`src/rtl/sertx_pkg.sv`:
```
package sertx_pkg;

  // Strobes from control to datapath, all valid for one system cycle.
  typedef struct packed {
    logic loadShiftCpu;  // CPU byte straight into the shifter
    logic loadHoldCpu;   // CPU byte into the holding register
    logic pushFifo;      // CPU byte into the queue
    logic popFifo;       // queue head into the holding register
    logic xferHold;      // holding register into the shifter
    logic startFrame;    // first falling edge of a frame
    logic shiftBit;      // later falling edges of a frame
    logic endFrame;      // last rising edge of a frame
  } strobe_t;

endpackage

```
`src/rtl/sertx_dp.sv`:
```
module sertx_dp #(
  parameter int DATA_W     = 8,
  parameter int FIFO_DEPTH = 4
) (
  input  logic                clk,
  input  logic                rstN,
  input  sertx_pkg::strobe_t  stb,
  input  logic [DATA_W-1:0]   wrData,
  output logic                shBusy,
  output logic                holdValid,
  output logic                fifoEmpty,
  output logic                fifoFull,
  output logic                txData
);
  localparam int PTR_W = (FIFO_DEPTH > 1) ? $clog2(FIFO_DEPTH) : 1;
  localparam int CNT_W = $clog2(FIFO_DEPTH + 1);
  localparam logic [PTR_W-1:0] LAST_PTR = PTR_W'(FIFO_DEPTH - 1);

  logic [DATA_W-1:0] fifoMem [FIFO_DEPTH];
  logic [PTR_W-1:0]  rdPtr, wrPtr;
  logic [CNT_W-1:0]  fifoCnt;
  logic [DATA_W-1:0] holdReg, shReg;
  logic              outBit;

  assign fifoEmpty = (fifoCnt == '0);
  assign fifoFull  = (fifoCnt == CNT_W'(FIFO_DEPTH));
  assign outBit    = stb.startFrame | stb.shiftBit;

  always_ff @(posedge clk) begin
    if (stb.pushFifo) fifoMem[wrPtr] <= wrData;
  end

  always_ff @(posedge clk or negedge rstN) begin
    if (!rstN) begin
      rdPtr   <= '0;
      wrPtr   <= '0;
      fifoCnt <= '0;
    end else begin
      if (stb.pushFifo) wrPtr <= (wrPtr == LAST_PTR) ? '0 : wrPtr + PTR_W'(1);
      if (stb.popFifo)  rdPtr <= (rdPtr == LAST_PTR) ? '0 : rdPtr + PTR_W'(1);
      case ({stb.pushFifo, stb.popFifo})
        2'b10:   fifoCnt <= fifoCnt + CNT_W'(1);
        2'b01:   fifoCnt <= fifoCnt - CNT_W'(1);
        default: fifoCnt <= fifoCnt;
      endcase
    end
  end

  always_ff @(posedge clk or negedge rstN) begin
    if (!rstN) begin
      holdReg   <= '0;
      holdValid <= 1'b0;
    end else if (stb.popFifo) begin
      holdReg   <= fifoMem[rdPtr];
      holdValid <= 1'b1;
    end else if (stb.loadHoldCpu) begin
      holdReg   <= wrData;
      holdValid <= 1'b1;
    end else if (stb.xferHold) begin
      holdValid <= 1'b0;
    end
  end

  always_ff @(posedge clk or negedge rstN) begin
    if (!rstN) begin
      shReg  <= '0;
      shBusy <= 1'b0;
      txData <= 1'b1;
    end else begin
      if (stb.xferHold) begin
        shReg  <= holdReg;
        shBusy <= 1'b1;
      end else if (stb.loadShiftCpu) begin
        shReg  <= wrData;
        shBusy <= 1'b1;
      end else begin
        if (outBit) begin
          txData <= shReg[0];
          shReg  <= {1'b0, shReg[DATA_W-1:1]};
        end
        if (stb.endFrame) shBusy <= 1'b0;
      end
    end
  end

  // control must never push into a full queue
  p_no_overflow_r7: assert property (@(posedge clk) disable iff (!rstN)
    stb.pushFifo |-> (fifoCnt < CNT_W'(FIFO_DEPTH)));

  // the holding register is loaded from one source at a time
  p_hold_one_source_r6: assert property (@(posedge clk) disable iff (!rstN)
    $onehot0({stb.popFifo, stb.loadHoldCpu}));

  // the shifter is only reloaded while free
  p_shift_free_r4: assert property (@(posedge clk) disable iff (!rstN)
    (stb.xferHold || stb.loadShiftCpu) |-> !shBusy);

endmodule

```
`src/rtl/sertx_ctrl.sv`:
```
module sertx_ctrl #(
  parameter int DATA_W  = 8,
  parameter int CLK_DIV = 4
) (
  input  logic               clk,
  input  logic               rstN,
  input  logic               dblBufEn,
  input  logic               fifoEn,
  input  logic               clkOutMode,
  input  logic               wrEn,
  input  logic               statusRd,
  input  logic               sclkIn,
  input  logic               shBusy,
  input  logic               holdValid,
  input  logic               fifoEmpty,
  input  logic               fifoFull,
  output sertx_pkg::strobe_t stb,
  output logic               sclkOut,
  output logic               txIrq,
  output logic               underrunErr
);
  localparam int BIT_W = $clog2(DATA_W);
  localparam int DIV_W = $clog2(CLK_DIV + 1);
  localparam logic [BIT_W-1:0] LAST_BIT = BIT_W'(DATA_W - 1);
  localparam logic [DIV_W-1:0] DIV_TOP  = DIV_W'(CLK_DIV - 1);

  logic [2:0]       syncQ;
  logic [DIV_W-1:0] divCnt;
  logic [BIT_W-1:0] bitCnt;
  logic sclkReg, started, afterFrame;
  logic runClk, divWrap, fallEv, riseEv, fifoOn, underHit;

  always_comb begin
    fifoOn  = dblBufEn && fifoEn;
    runClk  = clkOutMode && (shBusy || !sclkReg);
    divWrap = runClk && (divCnt == DIV_TOP);
    if (clkOutMode) begin
      fallEv = divWrap && sclkReg;
      riseEv = divWrap && !sclkReg;
    end else begin
      fallEv = syncQ[2] && !syncQ[1];
      riseEv = !syncQ[2] && syncQ[1];
    end
    stb.loadShiftCpu = wrEn && !dblBufEn && !shBusy;
    stb.loadHoldCpu  = wrEn && dblBufEn && !fifoEn && !holdValid;
    stb.pushFifo     = wrEn && fifoOn && !fifoFull;
    stb.xferHold     = dblBufEn && holdValid && !shBusy;
    stb.popFifo      = fifoOn && !fifoEmpty && (!holdValid || stb.xferHold);
    stb.startFrame   = fallEv && shBusy && !started;
    stb.shiftBit     = fallEv && started;
    stb.endFrame     = riseEv && started && (bitCnt == LAST_BIT);
    underHit = fallEv && afterFrame && !shBusy && !clkOutMode && dblBufEn && !fifoEn;
  end

  always_ff @(posedge clk or negedge rstN) begin
    if (!rstN) begin
      syncQ       <= 3'b111;
      divCnt      <= '0;
      sclkReg     <= 1'b1;
      started     <= 1'b0;
      bitCnt      <= '0;
      afterFrame  <= 1'b0;
      underrunErr <= 1'b0;
      txIrq       <= 1'b0;
    end else begin
      syncQ  <= {syncQ[1:0], sclkIn};
      divCnt <= (!runClk || divWrap) ? '0 : divCnt + DIV_W'(1);
      if (!clkOutMode)  sclkReg <= 1'b1;
      else if (divWrap) sclkReg <= !sclkReg;
      if (stb.startFrame) begin
        started <= 1'b1;
        bitCnt  <= '0;
      end else if (stb.shiftBit) begin
        bitCnt  <= bitCnt + BIT_W'(1);
      end else if (stb.endFrame) begin
        started <= 1'b0;
      end
      if (stb.endFrame && !clkOutMode) afterFrame <= 1'b1;
      else if (fallEv)                 afterFrame <= 1'b0;
      if (underHit)      underrunErr <= 1'b1;
      else if (statusRd) underrunErr <= 1'b0;
      txIrq <= dblBufEn ? stb.xferHold : stb.endFrame;
    end
  end

  assign sclkOut = sclkReg;

  // no under-run while the block owns the clock
  p_no_underrun_clkout_r9: assert property (@(posedge clk) disable iff (!rstN)
    (clkOutMode && $past(clkOutMode)) |-> !$rose(underrunErr));

  // an idle generated clock stays parked high
  p_idle_high_r8: assert property (@(posedge clk) disable iff (!rstN)
    (clkOutMode && !shBusy && sclkOut) |=> sclkOut);

  // interrupt coincides with an empty holding stage
  p_irq_empty_r4: assert property (@(posedge clk) disable iff (!rstN)
    (txIrq && dblBufEn && !fifoEn) |-> !holdValid);

  // the flag only drops after a status read
  p_clear_on_read_r12: assert property (@(posedge clk) disable iff (!rstN)
    $fell(underrunErr) |-> $past(statusRd));

endmodule

```
`src/rtl/sertx_dbuf.sv`:
```
module sertx_dbuf #(
  parameter int DATA_W     = 8,
  parameter int FIFO_DEPTH = 4,
  parameter int CLK_DIV    = 4
) (
  input  logic              clk,
  input  logic              rstN,
  input  logic              dblBufEn,
  input  logic              fifoEn,
  input  logic              clkOutMode,
  input  logic              wrEn,
  input  logic [DATA_W-1:0] wrData,
  input  logic              statusRd,
  input  logic              sclkIn,
  output logic              sclkOut,
  output logic              txData,
  output logic              txIrq,
  output logic              bufEmpty,
  output logic              fifoFull,
  output logic              underrunErr
);
  sertx_pkg::strobe_t stb;
  logic shBusy, holdValid, fifoEmpty;

  sertx_ctrl #(.DATA_W(DATA_W), .CLK_DIV(CLK_DIV)) u_ctrl (
    .clk(clk), .rstN(rstN), .dblBufEn(dblBufEn), .fifoEn(fifoEn),
    .clkOutMode(clkOutMode), .wrEn(wrEn), .statusRd(statusRd), .sclkIn(sclkIn),
    .shBusy(shBusy), .holdValid(holdValid), .fifoEmpty(fifoEmpty),
    .fifoFull(fifoFull), .stb(stb), .sclkOut(sclkOut), .txIrq(txIrq),
    .underrunErr(underrunErr)
  );

  sertx_dp #(.DATA_W(DATA_W), .FIFO_DEPTH(FIFO_DEPTH)) u_dp (
    .clk(clk), .rstN(rstN), .stb(stb), .wrData(wrData), .shBusy(shBusy),
    .holdValid(holdValid), .fifoEmpty(fifoEmpty), .fifoFull(fifoFull),
    .txData(txData)
  );

  assign bufEmpty = dblBufEn ? !holdValid : !shBusy;

endmodule

```
`config.mk`:
```
export PLATFORM = sky130hd
export DESIGN_NAME = sertx_dbuf
export DESIGN_NICKNAME = d
export VERILOG_FILES = /design/src/rtl/sertx_pkg.sv /design/src/rtl/sertx_dp.sv /design/src/rtl/sertx_ctrl.sv /design/src/rtl/sertx_dbuf.sv
export SDC_FILE = /design/constraint.sdc
export NUM_CORES = 1
export LEC_CHECK = 0
export BUFFER_PORTS_ARGS = -buffer_cell sky130_fd_sc_hd__buf_2
export CAP_MARGIN = 20
export CELL_PAD_IN_SITES_DETAIL_PLACEMENT = 0
export CELL_PAD_IN_SITES_GLOBAL_PLACEMENT = 1
export CORE_MARGIN = 2
export CORE_UTILIZATION = 50
export DETAILED_ROUTE_END_ITERATION = 10
export PLACE_DENSITY = 0.77
export SLEW_MARGIN = 20
export SYNTH_ARGS = -nofsm -noshare
export SYNTH_HDL_FRONTEND = slang
export SYNTH_SLANG_ARGS = --single-unit
```
`constraint.sdc`:
```
create_clock -name clk -period 6 [get_ports clk]
set_input_delay 1.2 -clock clk [delete_from_list [all_inputs] [get_ports clk]]
set_output_delay 1.2 -clock clk [all_outputs]
set_load 0.01 [all_outputs]
```
== After elaboration in Yosys (flattened, before gate mapping) ==
Memory sizes are Yosys's and may differ from the RTL's.
Cells that the tools add are included.
Word-level totals
  logic and storage cells: 122
  output and inout bits: 6
  RAM bits: 32
  register bits after elaboration: 40
  memories: 1
Operators by class
  multiplexer cells: 31
  eq/ne operators: 9
  reduce and logical (&&, ||, !) cells: 56
  bitwise gates (word level): 3
  $add $sub $neg: 6
Memories
  u_dp.fifoMem: depth 4, width 8, rd ports 1, clocked after Yosys merged registers in 0, write ports 1, line sertx_dp.sv:19  | logic [DATA_W-1:0] fifoMem [FIFO_DEPTH];
Operators by type and width (number)
  $mux W8: 5
  $logic_and A1 B1 Y1: 29
  $mux W1: 20
  $logic_not A1 Y1: 12
  $reduce_bool A2 Y1: 6
  $add A3 B1 Y3 const B: 3
  $mux W3: 3
  $reduce_bool A3 Y1: 3
  $eq A2 B2 Y1 const B: 3
  $eq A3 B3 Y1 const B: 2
  $pmux W3 S2: 1
  $add A2 B1 Y2 const B: 2
  $mux W2: 2
  $ne A2 B1 Y1 const B: 2
  $eq A3 B2 Y1 const B: 1
  $logic_not A3 Y1: 1
  $logic_or A1 B1 Y1: 3
  $reduce_and A3 Y1: 1
  $sub A3 B1 Y3 const B: 1
  $eq A2 B1 Y1 const B: 1
  $not A1 Y1: 2
  $reduce_and A2 Y1: 1
  $or A1 B1 Y1: 1

== Longest topological paths before layout ==
  word-level depth: 12
  mapped depth: 11
  gate-level depth less buffers: 10

== Cells and area by module ==
From an unflattened synthesis, not the netlist that was laid out.
Unflattened totals
  cell total of the unflattened synthesis: 239
  area, all modules: 3249.4 um^2
By module, submodules not included
  sertx_dp: sequential area each 1612.8 um^2, times used 1, area an instance 2561.2 um^2, cells an instance 179
  sertx_ctrl: sequential area each 355.3 um^2, times used 1, area an instance 678.2 um^2, cells an instance 59
  sertx_dbuf: sequential area each 0.0 um^2, times used 1, area an instance 10.0 um^2, cells an instance 1

== Worst setup path after synthesis ==
Ideal clock, no wire load.
  path type: input to output
  start: input port dblBufEn
  end: output port bufEmpty
  setup slack: 3043 ps
  data arrival time: 1757 ps
  stages: 3
  path through: buf_6 -> clkbuf_1 -> o21a_1
Between the ends
  word-level cells in the longest chain between the ends: 1
Ends and longest elaborated chain
  from (decl): line sertx_dbuf.sv:8  | input logic dblBufEn,
  $mux W1: line sertx_dbuf.sv:39  | assign bufEmpty = dblBufEn ? !holdValid : !shBusy;
  to (decl): line sertx_dbuf.sv:18  | output logic bufEmpty,
No other way between the ends.

== Worst setup path after layout ==
Same ends and word-level chain as after synthesis.

==> summary.md <==
| Metric | Value |
|---|---|
| Reg2reg setup slack | between 3 and 4 ns |
| Placed wire-length estimate | 4160 um |
| Final Power | 1540 uW |
| Synth Instances | ~250 |
| YS warnings | 0 |
| Row count | 30 |
| Static Leak | 0.00146 uW |
| Fin crit period | around 3.2 ns |
| CTS Buf Count | 9 |
| Die height | between 80 and 90 um |
| Remaining DRCs | 0 |
| Share of post-route cells with drive strength above 1 | 24.2% |
| RSZ-0062 raised after global routing | no |
| Synth cell types | 51 |
| CP max FO | 17 |
| Nets@finish | approximately 300 |
| Mean Syn Cell Area | ~13 um2 |
| Final setup violating endpoints | 0 |
| Fmax | ~0.31 GHz |
| Max VDD drop | ~0.22 mV |
| Register area share after synthesis | a little under 60% |
| Vias in the first global route | approximately 2100 |
| # hold bufs at CTS | 0 |
| Hold Fails Final Rpt | 0 |
| Root Driver | clkbuf_8 |
| Vias per cell | between 5 and 6 |
| # resized after CTS | 0 |
| Status | complete, no violations |
| Avg WL per Cell | ~18 um |
| Crit. End Element | output port |
| I/O Pins | 22 |
| Die area | approximately 7500 um2 |
| RD Place Congestion | ~0.8 |
| Register bit total from synthesis | between 70 and 80 |
| Max-slew violation count | 0 |
| Initial core utilization | between 50% and 60% |
| MaxCap Viol Count | 0 |
| Setup CP Type | primary input to output port |
| PwrDens | between 400 and 500 nW/um2 |
| CP cell instances | buf_2 -> nand2_2 -> o21a_1 -> buf_2 |
| Setup TNS | 0 ns |
| Critical Path Source Type | primary input |
| Antenna cells | 0 |
| Post-Route WL | slightly above 6000 um |
| Worst-path clk slew | roughly 0.08 ns |
| Port Buf Inserts | 21 |
| Critical path buffer and inverter count | 2 |
| Remaining Overflow, GRT | 0 |
| Worst skew pair latency | about 0.35 ns |
| Initial antenna violation count | 0 |
| Vias | between 2000 and 2500 |
| DR iter-0 viols | roughly 130 |
| Area Overhead vs Synth | 7.51% |
| DR pass1 iterations | 4 |
| Fillers | ~580 |
| Crit path required time | around 4.8 ns |
| Clock Skew | around 0.0086 ns |
| DRT antenna net count | 0 |
| H-tree depth | 3 |
| CP max-delay cell | buf_2 |
| First-pass GRT wire length | around 10000 um |
| Syn Std Cell Area | ~3400 um2 |
| Largest net degree at the start of global routing | 41 |
| Worst path arrival time | 1.97 ns |
| TritonCTS sink count | 72 |
| Tot GR Track Use | 18.3% |
| Top delay family on crit path | buffers and inverters |
| Net Count, Synth | 280 |
| Slew @ Worst Pin | approximately 0.9 ns |
| Cell mode on critical path | buf_2 |
| Post CTS Setup Buffer Count | 0 |
| Rel. slew slack | between 30% and 40% |
| Hold crit path type | flip-flop to flip-flop |
| Period utilization | 52.9% |
| CTS tree | built |
| Core Region | about 6700 um2 |
| Clock tree buffer depth | 2 |
| Post-layout util | between 50% and 60% |
| Largest stage delay, worst path | 0.29 ns |
| Die Wd | between 80 and 90 um |
## area by class of cell
cell class / count / area [um2] / share of cell area [%]
Tap cell: 80 / 100 / 2.74
Sequential cell: 72 / 1970 / 53.9
Clock buffer: 9 / 124 / 3.39
Clock inverter: 7 / 70.1 / 1.92
Timing Repair Buffer: 21 / 105 / 2.88
Inverter: 15 / 56.3 / 1.54
Multi-Input combinational cell: 149 / 1230 / 33.7
## logic make-up after synthesis
group / synth area share [%]
AO/OA/AOI/OAI: 13.2
XOR/XNOR: 0.773
adder cells (fa/ha/maj): 4.27
buffers and inverters: 5.89
flip-flops: 57.9
multiplexers: 8.65
AND/OR/NAND/NOR: 9.35
## power by group
group	internal, uW	switching (uW)	leakage, uW
Sequential	634	125	0.000774
Combinational	206	204	0.000589
Clock	192	184	0.000101
Total	1030	512	0.00146
## layout by cell type, fill, tap and decap left out, drive strengths merged, types with 3 or more instances in the layout
cell    instances
dfrtp          35
edfxtp         32
buf            21
inv            16
nor2           14
nand3          12
ha             10
nand2          10
a21oi           9
o22ai           9
clkbuf          9
mux2i           8
mux4            8
o21ai           8
o32ai           7
o22a            7
o31ai           7
dfstp           5
and2            5
nand2b          5
clkinv          5
a21o            4
mux2            3
## worst register-to-register path, cell delays in order (launching register included)
cell and delay [ns]:
dfrtp_1 0.41, o311ai_1 0.38, a21o_1 0.49, inv_2 0.09
ha_1 0.23, inv_1 0.07, fa_1 0.17, xor2_1 0.14
nor2_1 0.06, xor2_1 0.13
## registers in the layout, summed over array words and instances (netlist names), 2 cells and up
register       count
u_dp.fifoMem      32
u_dp.holdReg       8
u_dp.shReg         8
u_ctrl.bitCnt      3
u_ctrl.divCnt      3
u_ctrl.syncQ       3
u_dp.fifoCnt       3
u_dp.rdPtr         2
u_dp.wrPtr         2
## path summary, 6_finish.rpt
kind	start	end	cells after the start
setup / recovery	dblBufEn	bufEmpty	4
hold reg to reg	u_ctrl.syncQ[0]	u_ctrl.syncQ[1]	0
hold / removal	u_ctrl.syncQ[0]	u_ctrl.syncQ[1]	0
min in group asynchronous	rstN	u_ctrl.bitCnt[0]	1
max in group asynchronous	rstN	u_ctrl.bitCnt[2]	1
setup reg to reg	u_dp.fifoCnt[0]	u_dp.fifoCnt[2]	9
## per-stage QoR
stage | cell area (um2) | instances | hold slack, ns | setup WS, ns
floorplan | 3400 | 253 | 0.345 | 3.04
global placement | 3460 | 337 | 0.346 | 2.69
detailed placement | 3460 | 337 | 0.347 | 2.66
CTS | 3650 | 353 | 0.359 | 2.83
global route | 3650 | 353 | 0.361 | 2.76
finish | 3650 | 353 | 0.358 | 2.83
## synthesized netlist by cell type, drive strengths merged
| library cell | number | area [um2] |
|---|---|---|
| a21o | 4 | 30.0 |
| and2 | 5 | 33.8 |
| nand2 | 10 | 40.0 |
| nand3 | 12 | 60.1 |
| nand3b | 1 | 7.51 |
| inv | 15 | 56.3 |
| nand2b | 5 | 46.3 |
| nor2b | 1 | 6.26 |
| dfrtp | 35 | 876 |
| o21a | 1 | 7.51 |
| a31oi | 1 | 6.26 |
| a32o | 2 | 20.0 |
| o311ai | 1 | 8.76 |
| o32ai | 7 | 61.3 |
| nor3 | 2 | 10.0 |
| dfstp | 5 | 131 |
| mux4 | 8 | 180 |
| and3 | 2 | 12.5 |
| o22ai | 9 | 56.3 |
| xnor2 | 1 | 8.76 |
| a211o | 1 | 8.76 |
| ha | 10 | 125 |
| a22oi | 1 | 7.51 |
| edfxtp | 32 | 961 |
| o31ai | 7 | 87.6 |
| or2 | 2 | 12.5 |
| a21oi | 9 | 45.0 |
| o21ai | 8 | 40.0 |
| xor2 | 2 | 17.5 |
| fa | 1 | 20.0 |
| buf | 13 | 119 |
| clkbuf | 4 | 25.0 |
| nor2 | 14 | 55.1 |
| o211ai | 1 | 7.51 |
| mux2 | 3 | 33.8 |
| o22a | 7 | 61.3 |
| and4 | 1 | 8.76 |
| mux2i | 8 | 80.1 |
| nor3b | 2 | 25.0 |
## layer usage
metal	vias up	routed length, um	global-route usage, %
li1	973	-	-
met1	1046	2910	26.6
met2	50	2900	26.5
met3	13	287	3.90
met4	0	104	8.10
met5	-	0	0
(Power assumes the default switching activity.)
